## src/rtl/abh_pkg.sv

```systemverilog
package abh_pkg;

   typedef enum logic [2:0] {
      PH_IDLE    = 3'd0,
      PH_ASK     = 3'd1,
      PH_HOLD    = 3'd2,
      PH_DROP_AE = 3'd3,
      PH_DROP_RQ = 3'd4,
      PH_PARKED  = 3'd5
   } abh_phase_e;

   typedef struct packed {
      logic req_n;
      logic pro_n;
      logic busy;
      logic aen_n;
   } abh_lines_s;

   function automatic abh_lines_s abh_decode(input abh_phase_e ph);
      abh_lines_s l;
      unique case (ph)
         PH_IDLE:    l = '{req_n: 1'b1, pro_n: 1'b0, busy: 1'b0, aen_n: 1'b1};
         PH_ASK:     l = '{req_n: 1'b0, pro_n: 1'b1, busy: 1'b0, aen_n: 1'b1};
         PH_HOLD:    l = '{req_n: 1'b0, pro_n: 1'b1, busy: 1'b1, aen_n: 1'b0};
         PH_DROP_AE: l = '{req_n: 1'b0, pro_n: 1'b1, busy: 1'b1, aen_n: 1'b1};
         PH_DROP_RQ: l = '{req_n: 1'b1, pro_n: 1'b0, busy: 1'b1, aen_n: 1'b1};
         PH_PARKED:  l = '{req_n: 1'b0, pro_n: 1'b1, busy: 1'b1, aen_n: 1'b1};
         default:    l = '{req_n: 1'b1, pro_n: 1'b0, busy: 1'b0, aen_n: 1'b1};
      endcase
      return l;
   endfunction

endpackage

```

## src/rtl/abh_sync.sv

```systemverilog
module abh_sync #(
   parameter int   STAGES  = 2,
   parameter logic RST_VAL = 1'b1
) (
   input  logic clk,
   input  logic rst_n,
   input  logic d,
   output logic q
);
   generate
      if (STAGES < 0 || STAGES > 4) begin : g_bad
         $error("abh_sync: STAGES must lie in 0..4");
      end
      if (STAGES == 0) begin : g_direct
         assign q = d;
      end else if (STAGES == 1) begin : g_one
         logic r;
         always_ff @(posedge clk or negedge rst_n) begin
            if (!rst_n) r <= RST_VAL;
            else        r <= d;
         end
         assign q = r;
      end else begin : g_chain
         logic [STAGES-1:0] r;
         always_ff @(posedge clk or negedge rst_n) begin
            if (!rst_n) r <= {STAGES{RST_VAL}};
            else        r <= {r[STAGES-2:0], d};
         end
         assign q = r[STAGES-1];
      end
   endgenerate
endmodule

```

## src/rtl/abh_fall_det.sv

```systemverilog
module abh_fall_det (
   input  logic clk,
   input  logic rst_n,
   input  logic bclk,
   output logic fall
);
   logic bclk_q;
   always_ff @(posedge clk or negedge rst_n) begin
      if (!rst_n) bclk_q <= 1'b0;
      else        bclk_q <= bclk;
   end
   assign fall = bclk_q & ~bclk;
endmodule

```

## src/rtl/abh_ctrl.sv

```systemverilog
module abh_ctrl
   import abh_pkg::*;
#(
   parameter bit LOCK_SUPPORT = 1'b1
) (
   input  logic       clk,
   input  logic       rst_n,
   input  logic       fall,
   input  logic       xfer_req,
   input  logic       xfer_done,
   input  logic       lock,
   input  logic       pri_s_n,
   input  logic       busy_s_n,
   output abh_phase_e phase
);
   abh_phase_e nxt;
   logic       done_pend;
   logic       done_seen;
   logic       lock_eff;
   logic       grant;

   assign lock_eff  = lock & LOCK_SUPPORT;
   assign grant     = ~pri_s_n & busy_s_n;
   assign done_seen = done_pend | xfer_done;

   always_comb begin
      nxt = phase;
      if (fall) begin
         unique case (phase)
            PH_IDLE:    if (xfer_req) nxt = PH_ASK;
            PH_ASK:     if (grant) nxt = PH_HOLD;
            PH_HOLD:    if (done_seen) nxt = lock_eff ? PH_PARKED : PH_DROP_AE;
            PH_DROP_AE: nxt = PH_DROP_RQ;
            PH_DROP_RQ: nxt = PH_IDLE;
            PH_PARKED: begin
               if (xfer_req)      nxt = PH_HOLD;
               else if (!lock_eff) nxt = PH_DROP_RQ;
            end
            default:    nxt = PH_IDLE;
         endcase
      end
   end

   always_ff @(posedge clk or negedge rst_n) begin
      if (!rst_n) begin
         phase     <= PH_IDLE;
         done_pend <= 1'b0;
      end else begin
         phase     <= nxt;
         done_pend <= (phase == PH_HOLD) && (nxt == PH_HOLD) && done_seen;
      end
   end
endmodule

```

## src/rtl/bus_arb_handshake.sv

```systemverilog
module bus_arb_handshake
   import abh_pkg::*;
#(
   parameter int SYNC_STAGES  = 2,
   parameter bit LOCK_SUPPORT = 1'b1
) (
   input  logic clk,
   input  logic rst_n,
   input  logic bclk,
   input  logic xfer_req,
   input  logic xfer_done,
   input  logic lock,
   input  logic pri_in_n,
   input  logic busy_line_n,
   output logic req_bus_n,
   output logic pri_out_n,
   output logic busy_drive,
   output logic addr_en_n,
   output logic owned
);
   logic       bclk_fall;
   logic       pri_sync_n;
   logic       busy_sync_n;
   abh_phase_e phase;
   abh_lines_s lines;

   abh_fall_det u_fall (
      .clk  (clk),
      .rst_n(rst_n),
      .bclk (bclk),
      .fall (bclk_fall)
   );

   abh_sync #(.STAGES(SYNC_STAGES), .RST_VAL(1'b1)) u_sync_pri (
      .clk(clk), .rst_n(rst_n), .d(pri_in_n), .q(pri_sync_n)
   );

   abh_sync #(.STAGES(SYNC_STAGES), .RST_VAL(1'b0)) u_sync_busy (
      .clk(clk), .rst_n(rst_n), .d(busy_line_n), .q(busy_sync_n)
   );

   abh_ctrl #(.LOCK_SUPPORT(LOCK_SUPPORT)) u_ctrl (
      .clk      (clk),
      .rst_n    (rst_n),
      .fall     (bclk_fall),
      .xfer_req (xfer_req),
      .xfer_done(xfer_done),
      .lock     (lock),
      .pri_s_n  (pri_sync_n),
      .busy_s_n (busy_sync_n),
      .phase    (phase)
   );

   assign lines      = abh_decode(phase);
   assign req_bus_n  = lines.req_n;
   assign pri_out_n  = lines.pro_n;
   assign busy_drive = lines.busy;
   assign addr_en_n  = lines.aen_n;
   assign owned      = (phase == PH_HOLD);
endmodule

```

## config.mk

```make
export PLATFORM = sky130hd
export DESIGN_NAME = bus_arb_handshake
export DESIGN_NICKNAME = d
export VERILOG_FILES = /design/src/rtl/abh_pkg.sv /design/src/rtl/abh_sync.sv /design/src/rtl/abh_fall_det.sv /design/src/rtl/abh_ctrl.sv /design/src/rtl/bus_arb_handshake.sv
export SDC_FILE = /design/constraint.sdc
export NUM_CORES = 1
export LEC_CHECK = 0
export ABC_AREA = 1
export BUFFER_PORTS_ARGS = -buffer_cell sky130_fd_sc_hd__buf_2
export CAP_MARGIN = 15
export CORE_MARGIN = 2
export CORE_UTILIZATION = 35
export CTS_BUF_LIST = sky130_fd_sc_hd__clkbuf_4
export CTS_CLUSTER_DIAMETER = 150
export DETAILED_ROUTE_END_ITERATION = 12
export PLACE_DENSITY = 0.56
export SLEW_MARGIN = 40
export SYNTH_ARGS = -nofsm -noshare
export SYNTH_HDL_FRONTEND = slang
export SYNTH_HIERARCHICAL = 1
export SYNTH_SLANG_ARGS = --single-unit
```

## constraint.sdc

```tcl
create_clock -name clk -period 1.3 [get_ports clk]
set_clock_uncertainty 0.1 [all_clocks]
set_input_delay 0.13 -clock clk [delete_from_list [all_inputs] [get_ports clk]]
set_output_delay 0.13 -clock clk [all_outputs]
set_load 0.005 [all_outputs]
```

==> impl_table.tex, run 1 <==
\begin{tabular}{lr}
\hline
Metric & Value \\
\hline
\multicolumn{2}{l}{\textbf{Run status}} \\
Status & finished, violations left \\
Failing checks & negative setup slack \\
\multicolumn{2}{l}{\textbf{Layout}} \\
Most common library cell in the layout ignoring fill and taps & nand2\_1 \\
\# diodes & 0 \\
Fraction of layout instances using a drive strength above 1 & 51.6\% \\
NumNets Final & 102 \\
Register cell area after layout & 230 sq um \\
Area growth from synthesis to layout & 57.4\% \\
Most used cells in the layout excluding fill and tap cells & nand2\_1, buf\_2, inv\_1 \\
Multi-input logic area & 246 sq um \\
Final cell count without fillers & 108 \\
Filler cell count in the final layout & between 100 and 150 \\
Total non-filler cell area in the finished layout & around 750 sq um \\
Utilization after layout & between 50\% and 60\% \\
\multicolumn{2}{l}{\textbf{Route}} \\
Number of detailed-route iterations in the first pass & 4 \\
Post-detailed-route DRC marker count & 0 \\
Average wire per cell in the routed design & 9.56 microns \\
Antenna-violating nets left & 0 \\
Count of vias placed by the detailed router & slightly below 500 \\
Wire length reported by the detailed router & $\sim$1000 microns \\
Number of vias per cell after detailed routing & 4.45 \\
Starting DRT DRC Count & 4 \\
\multicolumn{2}{l}{\textbf{Critical path}} \\
Origin of the worst setup path & u\_ctrl/phase[0] \\
Crit Path Category & flop to flop \\
Reg-to-Reg Start & u\_ctrl/phase[0] \\
Required time reported for the critical path endpoint & about 1300 ps \\
Delay of the slowest critical-path stage & $\sim$420 ps \\
Depth of the worst register-to-register path & 9 \\
Ordered cell list for the critical path & buf\_6, inv\_2, nand3\_4, nor2\_4, nor2\_1, nand2\_1, nand2\_1, nand2\_2, nor2\_2 \\
Number of buffers and inverters on the critical path & 2 \\
Cell type group with the largest total delay on the critical path & simple AND/OR/NAND/NOR gates \\
Worst path slowest cell & dfrtp\_2 \\
Endpoint class of the critical path & flop \\
Critical path fanouts, max & 5 \\
Data arrival, critical path & 1370 ps \\
Critical path launch point type & flop \\
Worst reg2reg endpoint & u\_ctrl/done\_pend \\
Worst path most repeated cell & nand2\_1 \\
Setup slack on the worst flop-to-flop path & -30 ps \\
\multicolumn{2}{l}{\textbf{Clocking}} \\
Num CTS Buffers & 3 \\
Clock tree sinks & 9 \\
Skew-Pair Late Insertion Delay & 250 ps \\
Root Buffer Master & clkbuf\_4 \\
Clock tree from TritonCTS & yes \\
CTS HTree Levels & 1 \\
Clock-pin transition on the worst setup and hold timing paths & around 60 ps \\
Maximum root-to-sink buffer count & 2 \\
\multicolumn{2}{l}{\textbf{Timing}} \\
Maximum clock frequency & 754 MHz \\
Worst slew pin tran & 260 ps \\
Number of failing setup endpoints in the final timing report & 4 \\
Final hold violations & 0 \\
Setup repair after global routing missed its margin & yes \\
Period minus WS final & 1330 ps \\
Fin crit share & 102\% \\
Slew Viols, Final & 0 \\
Final setup margin & -26.6 ps \\
Slew margin rel. & between 80\% and 90\% \\
Total negative setup slack & -65.2 ps \\
\multicolumn{2}{l}{\textbf{Die}} \\
Full die area & between 1500 and 2000 sq um \\
Starting Density & 37.3\% \\
Die X & 41 microns \\
Core region area & 1280 sq um \\
Num rows & 13 \\
Floorplan die height & roughly 40 microns \\
Boundary pin count & 13 \\
\multicolumn{2}{l}{\textbf{Placement}} \\
Port Buffers & 12 \\
Standard cell area after detailed placement & 573 sq um \\
Weighted congestion at the end of routability-driven global placement & 0.700 \\
Cell total after placement & 94 \\
Detailed placer's ending HPWL & $\sim$660 microns \\
Post-placement worst setup slack & -6.71 ps \\
\multicolumn{2}{l}{\textbf{GRT}} \\
All-Layer GR Usage & 15.3\% \\
Global route overflow & 0 \\
Maximum number of pins on one net before global-route repair & 10 \\
Antenna violations before repair & 0 \\
Wire length of the first global-routing pass & 1590 microns \\
Via count of the first global-routing pass & 434 \\
\multicolumn{2}{l}{\textbf{Logic synthesis}} \\
Synth cell types & 15 \\
Number of nets produced by synthesis & 73 \\
Post-synthesis cell count & between 60 and 70 \\
Mean area per synthesized cell & 7.37 sq um \\
FF+latch count, synth & 9 \\
Seq/Total Area, Yosys & $\sim$48\% \\
Cell area after synthesis & around 480 sq um \\
Number of warnings issued by yosys & 6 \\
\multicolumn{2}{l}{\textbf{Power and ir drop}} \\
Static leakage & 0.000400 uW \\
Worst-case vdd ir drop & 1.11 mV \\
Areal power density over the cells & 1860 nW/um\^{}2 \\
\multicolumn{2}{l}{\textbf{Min path}} \\
Class of the most critical hold timing path & input port to asynchronous set/reset pin \\
\multicolumn{2}{l}{\textbf{Flow run}} \\
Max-Cap Viols & 0 \\
\hline
\end{tabular}
## worst reg2reg max path: stages, from the launching register on
cell and delay [ps]:
dfrtp_2 420, buf_6 140, inv_2 80, nand3_4 80, nor2_4 120, nor2_1 50, nand2_1 50, nand2_1 60
nand2_2 90, nor2_2 30
## kinds of logic after synthesis
kind of cell | count (synthesis) | share of synthesized area (%)
flip-flops | 9 | 47.5
AND/OR/NAND/NOR | 37 | 36.3
AO/OA/AOI/OAI | 5 | 5.22
buffers and inverters | 14 | 11.0
## worst max-delay path by stage
stage                       endpoint  slack, ps  depth (start not counted)
detailed placement  u_ctrl/done_pend         -7                          8
floorplan           u_ctrl/done_pend        140                          8
CTS                 u_ctrl/done_pend        -20                          9
global route        u_ctrl/done_pend       -120                          9
global placement    u_ctrl/done_pend         -9                          8
finish              u_ctrl/done_pend        -30                          9
## per-stage QoR
stage	total power (uW)	hold WS (ps)
after floorplan	711	-266
after global placement	914	-116
after detailed placement	914	-116
after CTS	1320	142
after global routing	1530	166
final	1400	155
## sequential cells by signal (all words and copies together) (netlist names)
register               flops
u_ctrl/done_pend           1
u_ctrl/phase               3
u_fall/bclk_q              1
u_sync_busy/g_chain.r      2
u_sync_pri/g_chain.r       2
## cell type report
class | count | area share [%]
flip-flops and latches | 9 | 30.5
repair buffers | 24 | 22.7
well taps | 15 | 2.49
multi-input cells | 42 | 32.7
inverters | 14 | 7.63
clock buffers | 4 | 3.98
## power by group
part / switching, uW / internal (uW) / leakage [uW]
sequential: 61.1 / 339 / 0.000107
clock: 85.6 / 138 / 0.0000184
combinational: 405 / 374 / 0.000275
total: 551 / 851 / 0.000400
## synthesized netlist by cell type (all sizes together)
cell / n / share of area, %
o21ai: 5 / 5.2
inv: 14 / 11
dfstp: 2 / 11
nor2: 12 / 13
nand4: 1 / 1.3
nand2: 18 / 15
dfrtp: 7 / 37
nand3: 4 / 5.2
nor3: 2 / 2.1
## layer usage
metal | wire length [microns] | global-route usage [%]
met5 | 0 | 0
met4 | 0 | 5.00
met3 | 36 | 6.52
met2 | 582 | 28.1
met1 | 413 | 15.1
## what timing repair did
action	CTS	global route
pin swaps	2	5
setup buffers	4	2
endpoints found under the setup margin	6	9
resized for setup	13	6
hold buffers	4	0
endpoints found under the hold margin	12	0
Power figures use the tool's default switching activity.
==> run 2: changes to the inputs <==
--- a/config.mk
+++ b/config.mk
@@ -8,12 +8,12 @@
 export ABC_AREA = 1
 export BUFFER_PORTS_ARGS = -buffer_cell sky130_fd_sc_hd__buf_2
 export CAP_MARGIN = 15
-export CORE_MARGIN = 2
-export CORE_UTILIZATION = 35
+export CORE_AREA = 2 2 39 41
 export CTS_BUF_LIST = sky130_fd_sc_hd__clkbuf_4
 export CTS_CLUSTER_DIAMETER = 150
 export DETAILED_ROUTE_END_ITERATION = 12
-export PLACE_DENSITY = 0.56
+export DIE_AREA = 0 0 41 43
+export PLACE_DENSITY = 0.57
 export SLEW_MARGIN = 40
 export SYNTH_ARGS = -nofsm -noshare
 export SYNTH_HDL_FRONTEND = slang
==> run 2 against run 1 <==
Against the previous run:
- the run still ends with negative setup slack left
- non-clock buffer count fell by 2
- largest cell class unchanged
- highest routed layer unchanged
- clock-buffer cell count did not move
- flip-flop and latch count did not move
==> impl_table.tex, run 2 (synthesis gave the netlist of run 1 again) <==
\begin{tabular}{lr}
\hline
Metric & Value \\
\hline
\multicolumn{2}{l}{\textbf{Min path}} \\
Class of the most critical hold timing path & input port to asynchronous set/reset pin (unchanged) \\
\multicolumn{2}{l}{\textbf{Critical path}} \\
Ordered cell list for the critical path & buf\_6, nand2\_2, nand2\_1, nand2\_1, nand2\_1, buf\_2 (was buf\_6, inv\_2, nand3\_4, nor2\_4, nor2\_1, nand2\_1, nand2\_1, nand2\_2, nor2\_2) \\
Delay of the slowest critical-path stage & 390 ps (was 420 ps) \\
Endpoint class of the critical path & primary output (was flop) \\
Setup slack on the worst flop-to-flop path & 10 ps (was -30 ps) \\
Required time reported for the critical path endpoint & 1070 ps (was 1340 ps) \\
Worst path slowest cell & dfrtp\_1 (was dfrtp\_2) \\
Critical path fanouts, max & 4 (was 5) \\
Worst path most repeated cell & nand2\_1 (unchanged) \\
Data arrival, critical path & 1080 ps (was 1370 ps) \\
Critical path launch point type & flop (unchanged) \\
Crit Path Category & flop to primary output (was flop to flop) \\
\multicolumn{2}{l}{\textbf{Clocking}} \\
Root Buffer Master & clkbuf\_4 (unchanged) \\
Clock tree sinks & 9 (unchanged) \\
Clock tree from TritonCTS & yes (unchanged) \\
Num CTS Buffers & 3 (unchanged) \\
Maximum root-to-sink buffer count & 2 (unchanged) \\
CTS HTree Levels & 1 (unchanged) \\
Clock-pin transition on the worst setup and hold timing paths & 60 ps (about the same) \\
Skew-Pair Late Insertion Delay & 250 ps (about the same) \\
\multicolumn{2}{l}{\textbf{Route}} \\
Number of vias per cell after detailed routing & 4.39 (was 4.45) \\
Post-detailed-route DRC marker count & 0 (unchanged) \\
Starting DRT DRC Count & 12 (was 4) \\
Wire length reported by the detailed router & 964 microns (was 1030 microns) \\
Antenna-violating nets left & 0 (unchanged) \\
Average wire per cell in the routed design & 9.01 microns (was 9.56 microns) \\
Count of vias placed by the detailed router & 470 (was 481) \\
Number of detailed-route iterations in the first pass & 4 (unchanged) \\
\multicolumn{2}{l}{\textbf{Placement}} \\
Post-placement worst setup slack & 42.4 ps (was -6.71 ps) \\
Cell total after placement & 95 (was 94) \\
Port Buffers & 12 (unchanged) \\
Detailed placer's ending HPWL & 676 microns (was 663 microns) \\
Weighted congestion at the end of routability-driven global placement & 0.747 (was 0.700) \\
\multicolumn{2}{l}{\textbf{GRT}} \\
Via count of the first global-routing pass & 397 (was 434) \\
Met2 layer usage reported by global route & 20.9\% (was 28.1\%) \\
Met1 Use GR & 15.2\% (was 15.1\%) \\
Wire length of the first global-routing pass & 1510 microns (was 1590 microns) \\
Global route overflow & 0 (unchanged) \\
Most utilized layer in the global route result & met2 (unchanged) \\
Global routing usage on met3 & 4.71\% (was 6.52\%) \\
All-Layer GR Usage & 12.9\% (was 15.3\%) \\
Maximum number of pins on one net before global-route repair & 10 (unchanged) \\
Antenna violations before repair & 0 (unchanged) \\
\multicolumn{2}{l}{\textbf{Layout}} \\
\# diodes & 0 (unchanged) \\
Most common library cell in the layout ignoring fill and taps & nand2\_1 (unchanged) \\
Most used cells in the layout excluding fill and tap cells & nand2\_1, buf\_2, inv\_1 (unchanged) \\
Largest Register & u\_ctrl/phase (unchanged) \\
Registers with the highest flip-flop counts & u\_ctrl/phase: 3 flops, u\_sync\_busy/g\_chain.r: 2 flops, u\_sync\_pri/g\_chain.r: 2 flops (unchanged) \\
Number of flip-flops in the largest register & 3 (unchanged) \\
NumNets Final & 100 (was 102) \\
Fraction of layout instances using a drive strength above 1 & 48.4\% (was 51.6\%) \\
Area growth from synthesis to layout & 51.7\% (was 57.4\%) \\
Final cell count without fillers & 107 (was 108) \\
\multicolumn{2}{l}{\textbf{Die}} \\
Starting Density & 34.6\% (was 37.3\%) \\
Core region area & 1380 sq um (was 1280 sq um) \\
Floorplan die height & 43 microns (was 41 microns) \\
Boundary pin count & 13 (unchanged) \\
Num rows & 14 (was 13) \\
Die X & 41 microns (unchanged) \\
Full die area & 1760 sq um (was 1680 sq um) \\
\multicolumn{2}{l}{\textbf{Timing}} \\
Number of failing setup endpoints in the final timing report & 1 (was 4) \\
Min Hold Slack & 147 ps (was 155 ps) \\
Period minus WS final & 1310 ps (was 1330 ps) \\
Slew Viols, Final & 0 (unchanged) \\
Setup repair after global routing missed its margin & yes (unchanged) \\
Worst slew pin tran & 212 ps (was 260 ps) \\
Final hold violations & 0 (unchanged) \\
Slew margin rel. & 85.8\% (was 82.6\%) \\
Total negative setup slack & -12.9 ps (was -65.2 ps) \\
Final setup margin & -12.9 ps (was -26.6 ps) \\
Fin crit share & 101\% (was 102\%) \\
Maximum clock frequency & 762 MHz (was 754 MHz) \\
\multicolumn{2}{l}{\textbf{Power and ir drop}} \\
Static leakage & 0.000384 uW (was 0.000400 uW) \\
Total power after layout & 1360 uW (was 1400 uW) \\
Worst-case vdd ir drop & 1.06 mV (was 1.11 mV) \\
Areal power density over the cells & 1880 nW/um\^{}2 (was 1860 nW/um\^{}2) \\
\multicolumn{2}{l}{\textbf{Run status}} \\
Failing checks & negative setup slack (unchanged) \\
Status & finished, violations left (unchanged) \\
\multicolumn{2}{l}{\textbf{Flow run}} \\
Max-Cap Viols & 0 (unchanged) \\
\hline
\end{tabular}
[run 2: routing by layer]
| layer | routed length, microns | up-vias |
|---|---|---|
| li1 | - | 247 |
| met4 | 0 | 0 |
| met3 | 62 | 0 |
| met5 | 0 | - |
| met2 | 494 | 20 |
| met1 | 406 | 203 |
[run 2: final timing paths]
check                                           end  cells after the start                      from
max                                      busy_drive                      6           u_ctrl/phase[0]
min                                   u_fall/bclk_q                      2                     rst_n
max reg2reg                        u_ctrl/done_pend                      9           u_ctrl/phase[0]
min reg2reg                u_sync_busy/g_chain.r[1]                      0  u_sync_busy/g_chain.r[0]
max in group asynchronous   u_sync_pri/g_chain.r[1]                      2                     rst_n
min in group clk                   u_ctrl/done_pend                      5                 xfer_done
[run 2: cell type report]
class,count,area (sq um)
timing repair buffer,22,153
clock buffer,4,30.0
fill,133,657
sequential,9,229
multi-input combinational,42,238
tap,16,20.0
inverter,14,57.6
[run 2: report_power, final]
group	leakage [uW]	total [uW]	internal (uW)	switching, uW
sequential	0.000108	390	336	54.0
clock	0.0000184	229	139	90.4
combinational	0.000258	746	345	400
total	0.000384	1360	820	545
[run 2: repair_timing]
item,4_1_cts,5_1_grt
pin swaps,1,2
resized for setup,6,10
setup buffers,3,1
hold buffers,4,0
endpoints found under the hold margin,12,0
endpoints found under the setup margin,5,9
[run 2: stage by stage]
step	instance area [sq um]	utilization (%)
2_1_floorplan	479	-
3_3_place_gp	574	41.5
3_5_place_dp	574	41.5
4_1_cts	683	49.4
5_1_grt	727	52.5
6_report	727	52.5
[run 2: worst max-delay path, delay by kind of cell (launching register included)]
kind                   cells  cell delay (ps)
AND/OR/NAND/NOR            4              180
buffers and inverters      2              250
flip-flops                 1              390
